**src/rtl/pwm_timer_pkg.sv**
```systemverilog
// Shared definitions for the PWM compare timer: write addresses,
// mode codes and the layout of the control word.
package pwm_timer_pkg;

    typedef enum logic [2:0] {
        REG_CTRL  = 3'd0,
        REG_EVENT = 3'd1,
        REG_PSC   = 3'd2,
        REG_ARR   = 3'd3,
        REG_CCR   = 3'd4,
        REG_CNT   = 3'd5
    } reg_addr_e;

    localparam logic [2:0] MODE_PWM_A = 3'b110;
    localparam logic [2:0] MODE_PWM_B = 3'b111;

    localparam int CTRL_W = 7;

    // Bit layout, MSB first: mode[6:4], preload[3], out_en[2], down[1], run[0]
    typedef struct packed {
        logic [2:0] mode;
        logic       preload;
        logic       out_en;
        logic       down;
        logic       run;
    } ctrl_t;

endpackage

```
**src/rtl/pwm_regs.sv**
```systemverilog
// Register write decoder. It holds the control word, the divider value
// and the reload limit, and turns writes to the event, compare and
// counter addresses into single-cycle strobes for the other units.
// Assumes DATA_W is at least CNT_W, PSC_W and the control word width.
module pwm_regs
    import pwm_timer_pkg::*;
#(
    parameter int DATA_W = 16,
    parameter int CNT_W  = 16,
    parameter int PSC_W  = 16
) (
    input  logic              clk,
    input  logic              rst_n,
    input  logic              wr_en,
    input  logic [2:0]        wr_addr,
    input  logic [DATA_W-1:0] wr_data,
    output ctrl_t             ctrl,
    output logic [PSC_W-1:0]  psc,
    output logic [CNT_W-1:0]  arr,
    output logic              ccr_wr,
    output logic [CNT_W-1:0]  ccr_wdata,
    output logic              cnt_wr,
    output logic [CNT_W-1:0]  cnt_wdata,
    output logic              ug
);

    // Store the control word, the divider and the limit on their writes.
    always_ff @(posedge clk) begin
        if (!rst_n) begin
            ctrl <= '0;
            psc  <= '0;
            arr  <= '0;
        end else if (wr_en) begin
            case (wr_addr)
                REG_CTRL: ctrl <= ctrl_t'(wr_data[CTRL_W-1:0]);
                REG_PSC:  psc  <= wr_data[PSC_W-1:0];
                REG_ARR:  arr  <= wr_data[CNT_W-1:0];
                default:  ;
            endcase
        end
    end

    // Decode the strobe-type addresses; the event bit is never stored.
    always_comb begin
        ug        = wr_en && (wr_addr == REG_EVENT) && wr_data[0];
        ccr_wr    = wr_en && (wr_addr == REG_CCR);
        cnt_wr    = wr_en && (wr_addr == REG_CNT);
        ccr_wdata = wr_data[CNT_W-1:0];
        cnt_wdata = wr_data[CNT_W-1:0];
    end

endmodule

```
**src/rtl/pwm_prescaler.sv**
```systemverilog
// Clock divider. It emits one step strobe every psc+1 clocks while
// enabled, and restarts its phase whenever an update is forced.
// Assumes psc may change at any time; a lowered value takes effect at once.
module pwm_prescaler #(
    parameter int PSC_W = 16
) (
    input  logic             clk,
    input  logic             rst_n,
    input  logic             run,
    input  logic             clr,
    input  logic [PSC_W-1:0] psc,
    output logic             tick
);

    logic [PSC_W-1:0] div_q;

    // Step strobe when the phase has reached the divider value.
    always_comb tick = run && !clr && (div_q >= psc);

    // Advance the divider phase, wrapping on each step.
    always_ff @(posedge clk) begin
        if (!rst_n || clr) begin
            div_q <= '0;
        end else if (run) begin
            if (div_q >= psc) div_q <= '0;
            else              div_q <= div_q + 1'b1;
        end
    end

    AST_PSC_SPACING: assert property (@(posedge clk) disable iff (!rst_n)
        (tick && psc != '0) |=> (!tick || psc == '0));

endmodule

```
**src/rtl/pwm_counter.sv**
```systemverilog
// Up/down period counter. It steps on each divider strobe, wraps at the
// reload limit (up) or at zero (down), and raises the update event on each
// wrap or forced update. Also registers the update pulse for the pin.
// Priority per clock: forced update, then direct load, then a step.
module pwm_counter #(
    parameter int CNT_W = 16
) (
    input  logic             clk,
    input  logic             rst_n,
    input  logic             tick,
    input  logic             down,
    input  logic [CNT_W-1:0] arr,
    input  logic             ug,
    input  logic             cnt_wr,
    input  logic [CNT_W-1:0] cnt_wdata,
    output logic [CNT_W-1:0] cnt,
    output logic             uev,
    output logic             upd_pulse
);

    logic wrap;

    // Period end: the limit when counting up, zero when counting down.
    always_comb wrap = down ? (cnt == '0) : (cnt >= arr);

    // Update event from a wrap step or a forced update.
    always_comb uev = ug || (tick && wrap && !cnt_wr);

    // Counter register with forced-update, load and step paths.
    always_ff @(posedge clk) begin
        if (!rst_n) begin
            cnt <= '0;
        end else if (ug) begin
            cnt <= down ? arr : '0;
        end else if (cnt_wr) begin
            cnt <= cnt_wdata;
        end else if (tick) begin
            if (wrap)      cnt <= down ? arr : '0;
            else if (down) cnt <= cnt - 1'b1;
            else           cnt <= cnt + 1'b1;
        end
    end

    // One-clock update pulse, registered for a clean output.
    always_ff @(posedge clk) begin
        if (!rst_n) upd_pulse <= 1'b0;
        else        upd_pulse <= uev;
    end

    AST_HOLD_STOPPED: assert property (@(posedge clk) disable iff (!rst_n)
        (!tick && !ug && !cnt_wr) |=> $stable(cnt));
    AST_UP_WRAP: assert property (@(posedge clk) disable iff (!rst_n)
        (tick && !down && cnt >= arr && !ug && !cnt_wr) |=> (cnt == '0 && upd_pulse));
    AST_DOWN_RELOAD: assert property (@(posedge clk) disable iff (!rst_n)
        (tick && down && cnt == '0 && !ug && !cnt_wr) |=> (cnt == $past(arr) && upd_pulse));
    AST_FORCED_UPDATE: assert property (@(posedge clk) disable iff (!rst_n)
        ug |=> upd_pulse);

endmodule

```
**src/rtl/pwm_compare.sv**
```systemverilog
// Compare and output stage. It holds the shadow and active compare
// values, derives the pin level from the counter for the selected mode
// and direction, and registers the pin. A zero compare value disables the
// active phase of the first mode entirely, so 0% is exact in both directions.
module pwm_compare
    import pwm_timer_pkg::*;
#(
    parameter int CNT_W = 16
) (
    input  logic             clk,
    input  logic             rst_n,
    input  logic [CNT_W-1:0] cnt,
    input  logic [CNT_W-1:0] arr,
    input  logic             down,
    input  logic [2:0]       mode,
    input  logic             out_en,
    input  logic             preload,
    input  logic             ccr_wr,
    input  logic [CNT_W-1:0] ccr_wdata,
    input  logic             uev,
    output logic             pwm_out
);

    logic [CNT_W-1:0] ccr_shadow;
    logic [CNT_W-1:0] ccr_active;
    logic             lvl_a;
    logic             pin_next;

    // Shadow register takes every compare write.
    always_ff @(posedge clk) begin
        if (!rst_n)      ccr_shadow <= '0;
        else if (ccr_wr) ccr_shadow <= ccr_wdata;
    end

    // Active value: direct write without preload, else copied on update.
    always_ff @(posedge clk) begin
        if (!rst_n)                 ccr_active <= '0;
        else if (ccr_wr && !preload) ccr_active <= ccr_wdata;
        else if (uev)               ccr_active <= ccr_shadow;
    end

    // First-mode level: below compare when up, not above it when down.
    always_comb begin
        if (ccr_active == '0) lvl_a = 1'b0;
        else if (down)        lvl_a = (cnt <= ccr_active);
        else                  lvl_a = (cnt < ccr_active);
    end

    // Mode select and output gate; unknown codes and disabled drive low.
    always_comb begin
        if (!out_en)                 pin_next = 1'b0;
        else if (mode == MODE_PWM_A) pin_next = lvl_a;
        else if (mode == MODE_PWM_B) pin_next = !lvl_a;
        else                         pin_next = 1'b0;
    end

    // Registered pin so the level never glitches between edges.
    always_ff @(posedge clk) begin
        if (!rst_n) pwm_out <= 1'b0;
        else        pwm_out <= pin_next;
    end

    AST_OFF_LOW: assert property (@(posedge clk) disable iff (!rst_n)
        !out_en |=> !pwm_out);
    AST_ZERO_DUTY: assert property (@(posedge clk) disable iff (!rst_n)
        (out_en && mode == MODE_PWM_A && ccr_active == '0) |=> !pwm_out);
    AST_FULL_DUTY: assert property (@(posedge clk) disable iff (!rst_n)
        (out_en && mode == MODE_PWM_A && ccr_active > arr && cnt <= arr) |=> pwm_out);
    AST_PRELOAD_HOLD: assert property (@(posedge clk) disable iff (!rst_n)
        (preload && !uev) |=> $stable(ccr_active));

endmodule

```
**src/rtl/pwm_timer.sv**
```systemverilog
// Top of the PWM compare timer: register decoder, divider, period
// counter and compare/output stage. Assumes a single clock domain and
// writes arriving as one-clock strobes on wr_en.
module pwm_timer
    import pwm_timer_pkg::*;
#(
    parameter int DATA_W = 16,
    parameter int CNT_W  = 16,
    parameter int PSC_W  = 16
) (
    input  logic              clk,
    input  logic              rst_n,
    input  logic              wr_en,
    input  logic [2:0]        wr_addr,
    input  logic [DATA_W-1:0] wr_data,
    output logic              pwm_out,
    output logic              upd_pulse
);

    ctrl_t            ctrl;
    logic [PSC_W-1:0] psc;
    logic [CNT_W-1:0] arr;
    logic             ccr_wr;
    logic [CNT_W-1:0] ccr_wdata;
    logic             cnt_wr;
    logic [CNT_W-1:0] cnt_wdata;
    logic             ug;
    logic             tick;
    logic [CNT_W-1:0] cnt;
    logic             uev;

    pwm_regs #(.DATA_W(DATA_W), .CNT_W(CNT_W), .PSC_W(PSC_W)) u_regs (
        .clk(clk), .rst_n(rst_n), .wr_en(wr_en), .wr_addr(wr_addr),
        .wr_data(wr_data), .ctrl(ctrl), .psc(psc), .arr(arr),
        .ccr_wr(ccr_wr), .ccr_wdata(ccr_wdata), .cnt_wr(cnt_wr),
        .cnt_wdata(cnt_wdata), .ug(ug)
    );

    pwm_prescaler #(.PSC_W(PSC_W)) u_psc (
        .clk(clk), .rst_n(rst_n), .run(ctrl.run), .clr(ug), .psc(psc),
        .tick(tick)
    );

    pwm_counter #(.CNT_W(CNT_W)) u_cnt (
        .clk(clk), .rst_n(rst_n), .tick(tick), .down(ctrl.down), .arr(arr),
        .ug(ug), .cnt_wr(cnt_wr), .cnt_wdata(cnt_wdata), .cnt(cnt),
        .uev(uev), .upd_pulse(upd_pulse)
    );

    pwm_compare #(.CNT_W(CNT_W)) u_cmp (
        .clk(clk), .rst_n(rst_n), .cnt(cnt), .arr(arr), .down(ctrl.down),
        .mode(ctrl.mode), .out_en(ctrl.out_en), .preload(ctrl.preload),
        .ccr_wr(ccr_wr), .ccr_wdata(ccr_wdata), .uev(uev), .pwm_out(pwm_out)
    );

endmodule

```
**config.mk**
```make
export PLATFORM = sky130hd
export DESIGN_NAME = pwm_timer
export DESIGN_NICKNAME = d
export VERILOG_FILES = /design/src/rtl/pwm_timer_pkg.sv /design/src/rtl/pwm_regs.sv /design/src/rtl/pwm_prescaler.sv /design/src/rtl/pwm_counter.sv /design/src/rtl/pwm_compare.sv /design/src/rtl/pwm_timer.sv
export SDC_FILE = /design/constraint.sdc
export NUM_CORES = 1
export LEC_CHECK = 0
export ABC_AREA = 1
export BUFFER_PORTS_ARGS = -buffer_cell sky130_fd_sc_hd__buf_2
export CORE_MARGIN = 8
export CORE_UTILIZATION = 55
export CTS_CLUSTER_SIZE = 30
export DETAILED_ROUTE_END_ITERATION = 8
export PLACE_DENSITY = 0.72
export SKIP_CTS_REPAIR_TIMING = 1
export SLEW_MARGIN = 20
export SYNTH_ARGS = -nofsm -noshare
export SYNTH_HDL_FRONTEND = slang
export SYNTH_HIERARCHICAL = 1
export SYNTH_SLANG_ARGS = --single-unit
```
**constraint.sdc**
```tcl
create_clock -name clk -period 2.6 [get_ports clk]
set_clock_uncertainty 0.15 [all_clocks]
set_input_delay 0.13 -clock clk [delete_from_list [all_inputs] [get_ports clk]]
set_output_delay 0.13 -clock clk [all_outputs]
set_load 0.02 [all_outputs]
```
After elaboration in Yosys (flattened, before gate mapping)
Cells that the tools add are included.
Operators by class
  add/subtract/negate cells: 3
  magnitude comparators: 4
  equal/unequal tests: 7
  muxes and demuxes: 14
  reductions and logical operators: 25
Operator list (count)
  16-bit two-way mux: 9
  16-bit by 1-bit adder with 16-bit output, second input constant: 2
  16-bit greater-or-equal comparator: 2
  16-bit zero test: 2
  16-bit <= comparator: 1
  16-bit less-than comparator: 1
  16-bit by 1-bit subtractor with 16-bit output, second input constant: 1
  3-bit equality test, second input constant: 4
  1-bit logical AND: 9
  2-bit AND reduction: 4
  3-bit by 2-bit equality test with 1-bit output, second input constant: 2
  1-bit zero test: 5
  1-bit two-way mux: 5
  3-bit by 1-bit equality test with 1-bit output, second input constant: 1
  3-bit zero test: 1
  3-bit nonzero test: 1
  1-bit logical OR: 2
  2-bit nonzero test: 1
Storage, ports and cells
  register bits after elaboration: 105
  bits of input ports: 22
  output and inout port bits: 2
  logic and storage cells: 66

Longest topological paths before layout
  depth after elaboration: 11
  depth in mapped cells: 20
  depth with buffers taken out: 19

Modules after synthesis
Netlist, hierarchy kept.
Modules (own cells, without submodules)
  pwm_counter: instances 1, cells each 408, area an instance 2565.0 um^2, seq. area each 340.3 um^2
  pwm_regs: instances 1, cells each 274, area an instance 1893.1 um^2, seq. area each 780.7 um^2
  pwm_compare: instances 1, cells each 233, area an instance 1815.5 um^2, seq. area each 660.6 um^2
  pwm_prescaler: instances 1, cells each 172, area an instance 1199.9 um^2, seq. area each 320.3 um^2

Worst setup path after synthesis
No wires, ideal clock.
  path type: reg-to-reg
  start point: reg, netlist name u_regs/ctrl[1]
  end point: reg u_cnt.cnt[6]
  arrival time: 2034 ps
  data required time: 2382 ps
  setup slack: 348 ps
  stages on the path, launching flop included: 12
  path buffers: 1
  period minus slack after synthesis: 2252 ps
  path through: dfxtp_1 > buf_6 > clkinv_4 > fa_1 > o21ai_2 > nand2_1 > nand2_1 > xor2_1 > nand2_2 > nand3_2 > nand2_1 > a21oi_2
On the way
  cells in the longest elaborated chain, start to end: 5
  elaborated cells on any way between the ends: 7
  those cells by class: mux: 7
Ends and longest elaborated chain
  16-bit two-way mux, or another cell as far along: RTL line pwm_counter.sv:39  | else if (down) cnt <= cnt - 1'b1;
  16-bit two-way mux: RTL line pwm_counter.sv:38  | if (wrap) cnt <= down ? arr : '0;
  16-bit two-way mux: RTL line pwm_counter.sv:37  | end else if (tick) begin
  16-bit two-way mux: RTL line pwm_counter.sv:35  | end else if (cnt_wr) begin
  16-bit two-way mux (*): RTL line pwm_counter.sv:33  | end else if (ug) begin
  end signal, assigned: RTL line pwm_counter.sv:34  | cnt <= down ? arr : '0;
  end signal, assigned: RTL line pwm_counter.sv:36  | cnt <= cnt_wdata;
  end signal, assigned: RTL line pwm_counter.sv:38
  end, declared: RTL line pwm_counter.sv:16  | output logic [CNT_W-1:0] cnt,
Mark *: on every way between the ends. The rest lies on a longest branch, timed or not. The select of a mux whose other input is x is not followed.
A chain may end at the register's enable or synchronous reset.

Worst setup path in the final report
  start point: reg u_cnt.cnt[7]
  end point: reg u_cmp.ccr_active[1]
On the way
  cells in the longest elaborated chain, start to end: 6
  elaborated cells on any way between the ends: 7
  those cells by class: order compare: 1; mux: 1; reduce/logical: 5
Ends and longest elaborated chain
  16-bit greater-or-equal comparator or 16-bit zero test (tied branches): RTL line pwm_counter.sv:24  | always_comb wrap = down ? (cnt == '0) : (cnt >= arr);
  1-bit two-way mux (*): RTL line pwm_counter.sv:24
  1-bit logical AND (*) (2 in a row): RTL line pwm_counter.sv:27  | always_comb uev = ug || (tick && wrap && !cnt_wr);
  1-bit logical OR (*): RTL line pwm_counter.sv:27
  net uev: RTL line pwm_timer.sv:30  | logic uev;
  2-bit nonzero test (no source line) (*)
  end signal, assigned: RTL line pwm_compare.sv:38  | else if (ccr_wr && !preload) ccr_active <= ccr_wdata;
  end signal, assigned: RTL line pwm_compare.sv:39  | else if (uev) ccr_active <= ccr_shadow;
  end, declared: RTL line pwm_compare.sv:25  | logic [CNT_W-1:0] ccr_active;
The timed path passes the listed nets; every way through them passes the cells marked *.

==> metrics <==
status finished with violations; failing checks negative hold slack; HPWL after detailed placement 14100 µm; r2r endpoint u_cmp/ccr_active[1]$_SDFFE_PN0P_; core area about 13000 µm²; routability cong. roughly 0.94; Slew @ Worst Pin just under 0.6 ns; Min-Delay Startpoint wr_data[9]; R2R cell count 14; CP endpoint kind flip-flop; Die Ht between 100 and 150 µm; final setup fails 0; PortBufs 23; routed wire length roughly 20000 µm; reg2reg start u_cnt/cnt[7]$_SDFFE_PN0P_; Max H-tree Level 3; max-cap viol count 0; Crit Path Class reg2reg; slowest stage delay, CP around 0.49 ns; critical path fanouts, max 8; layout cell share with drive strength beyond 1 0.145; drt drc 0; crit path cell chain ha_1 -> nand2_1 -> inv_1 -> nor2_1 -> o21a_1 -> nand2_1 -> nand2_2 -> nand2_4 -> nand4_1 -> nand2_4 -> buf_12 -> o21ai_0 -> a21oi_1 -> a211oi_1; initial antenna violation count 0; Slowest cell on crit path dfxtp_1; antenna-violating nets left 0; PD cells a little under 500 nW/µm²; Worst-path clk slew ~0.070 ns; drt via density between 5 and 6; # IOs 24; Yosys top cell by area dfxtp_1; Clk Latency, worst-skew pair 0.36 ns; number of global-route vias before repair between 6k and 7k; Hold Crit Endpoint u_cmp/ccr_shadow[9]$_SDFFE_PN0P_; Hold Worst Slack -0.0346 ns; diode count 0; leakage approximately 3.8 nW; RSZ-0062 raised after global routing no; setup TNS 0 ns; total power 3.97 mW; largest cells by area after synthesis dfxtp_1 (28%), ha_1 (11%), nand2_1 (9.7%); most frequent cells in the layout nand2_1 (190), nor2_1 (168), inv_1 (138); Final nets around 1.2k; Initial Utilization 0.564; wire per inst approximately 15 µm; Hold Path Cell Cnt 3; post-synth top area share 0.281; global-route usage over all layers 0.215; Layout Area Growth over Synthesis 8.69%; most common cell after layout, fill and taps aside nand2_1; Slew Limit Headroom 0.607; CP required roughly 2.7 ns; Yosys cell types between 50 and 60; async set or reset register ratio after synthesis 0; CTS Buf Count 9; Tcrit/Tclk final 0.944; routed vias 6935; #FFs+latches synth between 100 and 150; Sink Count around 110; post-synthesis cell area about 7500 µm²; sequential standard cell area 2110 µm²; area of the multi-input gates roughly 4400 µm²; first-pass GRT wire length slightly above 30000 µm; die area approximately 18000 µm²; reg-to-reg slack, setup around 0.15 ns; Initial DRC Count around 540; final hold violations 1; WP buf/inv 2; CTS tree yes; crit path DAT ~2.6 ns; Top delay family on crit path simple AND/OR/NAND/NOR gates; grt total ovfl 0; Placed Instances between 1k and 1.5k; number of flops mapped to enable cells by yosys 0; Max VDD drop between 400 and 500 µV; Finished Layout Cells approximately 1.3k; CTS root buffer clkbuf_16; Yosys warnings 6; main flop type after synthesis dfxtp_1; maximum number of pins on one net before global-route repair 40; Worst path depth 14; fill count between 1k and 1.5k; Die Span X about 130 µm; first-pass detailed-route iteration total 6; Syn Area/Cell ~7 µm²; Mapped Nets between 1k and 1.5k; fmax 0.407 GHz; startpoint types flip-flop; sequential area share after synthesis 0.281; HP Class in2reg; # rows 42; Slew Limit Fails 0; maximum clock insertion buffer count 2; Gate Count Post-Synth between 1k and 1.5k; min Tclk post-route around 2.5 ns
kinds of logic (layout without fill, tap and decap cells):
kind of cell / Yosys count / after routing / synth area share
simple gates: 515 / 515 / 0.311
buf+inv: 215 / 235 / 0.140
compound gates: 169 / 169 / 0.137
flops: 105 / 105 / 0.281
mux: 1 / 1 / 0.00134
fa+ha+maj: 64 / 64 / 0.108
xor+xnor: 18 / 18 / 0.0211
registers in the layout (all words and copies together) (netlist names):
| name | cells |
|---|---|
| u_cmp/pwm_out | 1 |
| u_regs/arr | 16 |
| u_regs/ctrl | 7 |
| u_cnt/upd_pulse | 1 |
| u_psc/div_q | 16 |
| u_cmp/ccr_active | 16 |
| u_cmp/ccr_shadow | 16 |
| u_cnt/cnt | 16 |
| u_regs/psc | 16 |
synth_stat cells (4+ instances only):
library cell    n
a21oi_1        74
dfxtp_1       105
nor2_4          4
nand3_2        15
nand4_1        10
xnor2_1         5
a211oi_2        6
clkbuf_1       10
nor3_1          8
ha_1           63
nand2_1       193
xor2_1         13
nor4_1          5
buf_2           9
o21ai_0        47
a21oi_2        14
nand2_2        14
nor2_1        171
o21ai_2         7
buf_4          39
o32ai_1         4
nand3_1        83
buf_6           5
inv_1         138
how the worst max path moves through the flow:
stage	startpoint	to	slack, ns
after CTS	u_regs/psc[3]$_SDFFE_PN0P_	u_cnt/cnt[15]$_SDFFE_PN0P_	0.1
final	u_cnt/cnt[7]$_SDFFE_PN0P_	u_cmp/ccr_active[1]$_SDFFE_PN0P_	0.15
after floorplan	u_regs/ctrl[1]$_SDFFE_PN0P_	u_cnt/cnt[6]$_SDFFE_PN0P_	0.35
after detailed placement	u_regs/psc[11]$_SDFFE_PN0P_	u_cnt/cnt[15]$_SDFFE_PN0P_	0.14
after global routing	u_regs/psc[15]$_SDFFE_PN0P_	u_cmp/ccr_active[8]$_SDFFE_PN0P_	0.003
after global placement	u_regs/psc[11]$_SDFFE_PN0P_	u_cnt/cnt[15]$_SDFFE_PN0P_	0.21
worst min-delay path, delay by kind of cell:
family | cells | cell delay (ns)
buffers and inverters | 1 | 0.14
AND/OR/NAND/NOR | 2 | 0.15
per-layer routing:
metal  vias up  wire length (µm)  GRT usage
met5         -                 0          0
met4         0               546     0.0839
met3        42              1290     0.0371
met2       226              8610      0.328
met1      3145              9070      0.295
li1       3522                 -          -
layout make-up:
cell class,count,area share
Tap cell,176,0.0271
Clock buffer,13,0.0320
Timing Repair Buffer,73,0.0724
Sequential cell,105,0.260
Clock inverter,3,0.00293
Inverter,146,0.0687
Multi-Input combinational cell,767,0.537
power by group:
| part | leakage, nW | switching (mW) | internal (mW) |
|---|---|---|---|
| registers | 0.855 | 0.0465 | 1.66 |
| logic | 2.82 | 0.594 | 0.333 |
| clock network | 0.132 | 0.630 | 0.708 |
| total | 3.81 | 1.27 | 2.70 |
per-stage QoR:
| step | hold slack (ns) | util | setup WS [ns] | area [µm²] |
|---|---|---|---|---|
| 2_1_floorplan | 0.118 | - | 0.348 | 7470 |
| 3_3_place_gp | 0.293 | 0.572 | 0.212 | 7580 |
| 3_5_place_dp | 0.289 | 0.572 | 0.143 | 7580 |
| 4_1_cts | -0.0896 | 0.594 | 0.0951 | 7870 |
| 5_1_grt | 0.00117 | 0.613 | 0.00329 | 8120 |
| 6_report | -0.0346 | 0.613 | 0.146 | 8120 |
Note: power is estimated with default switching activity, not from simulation.
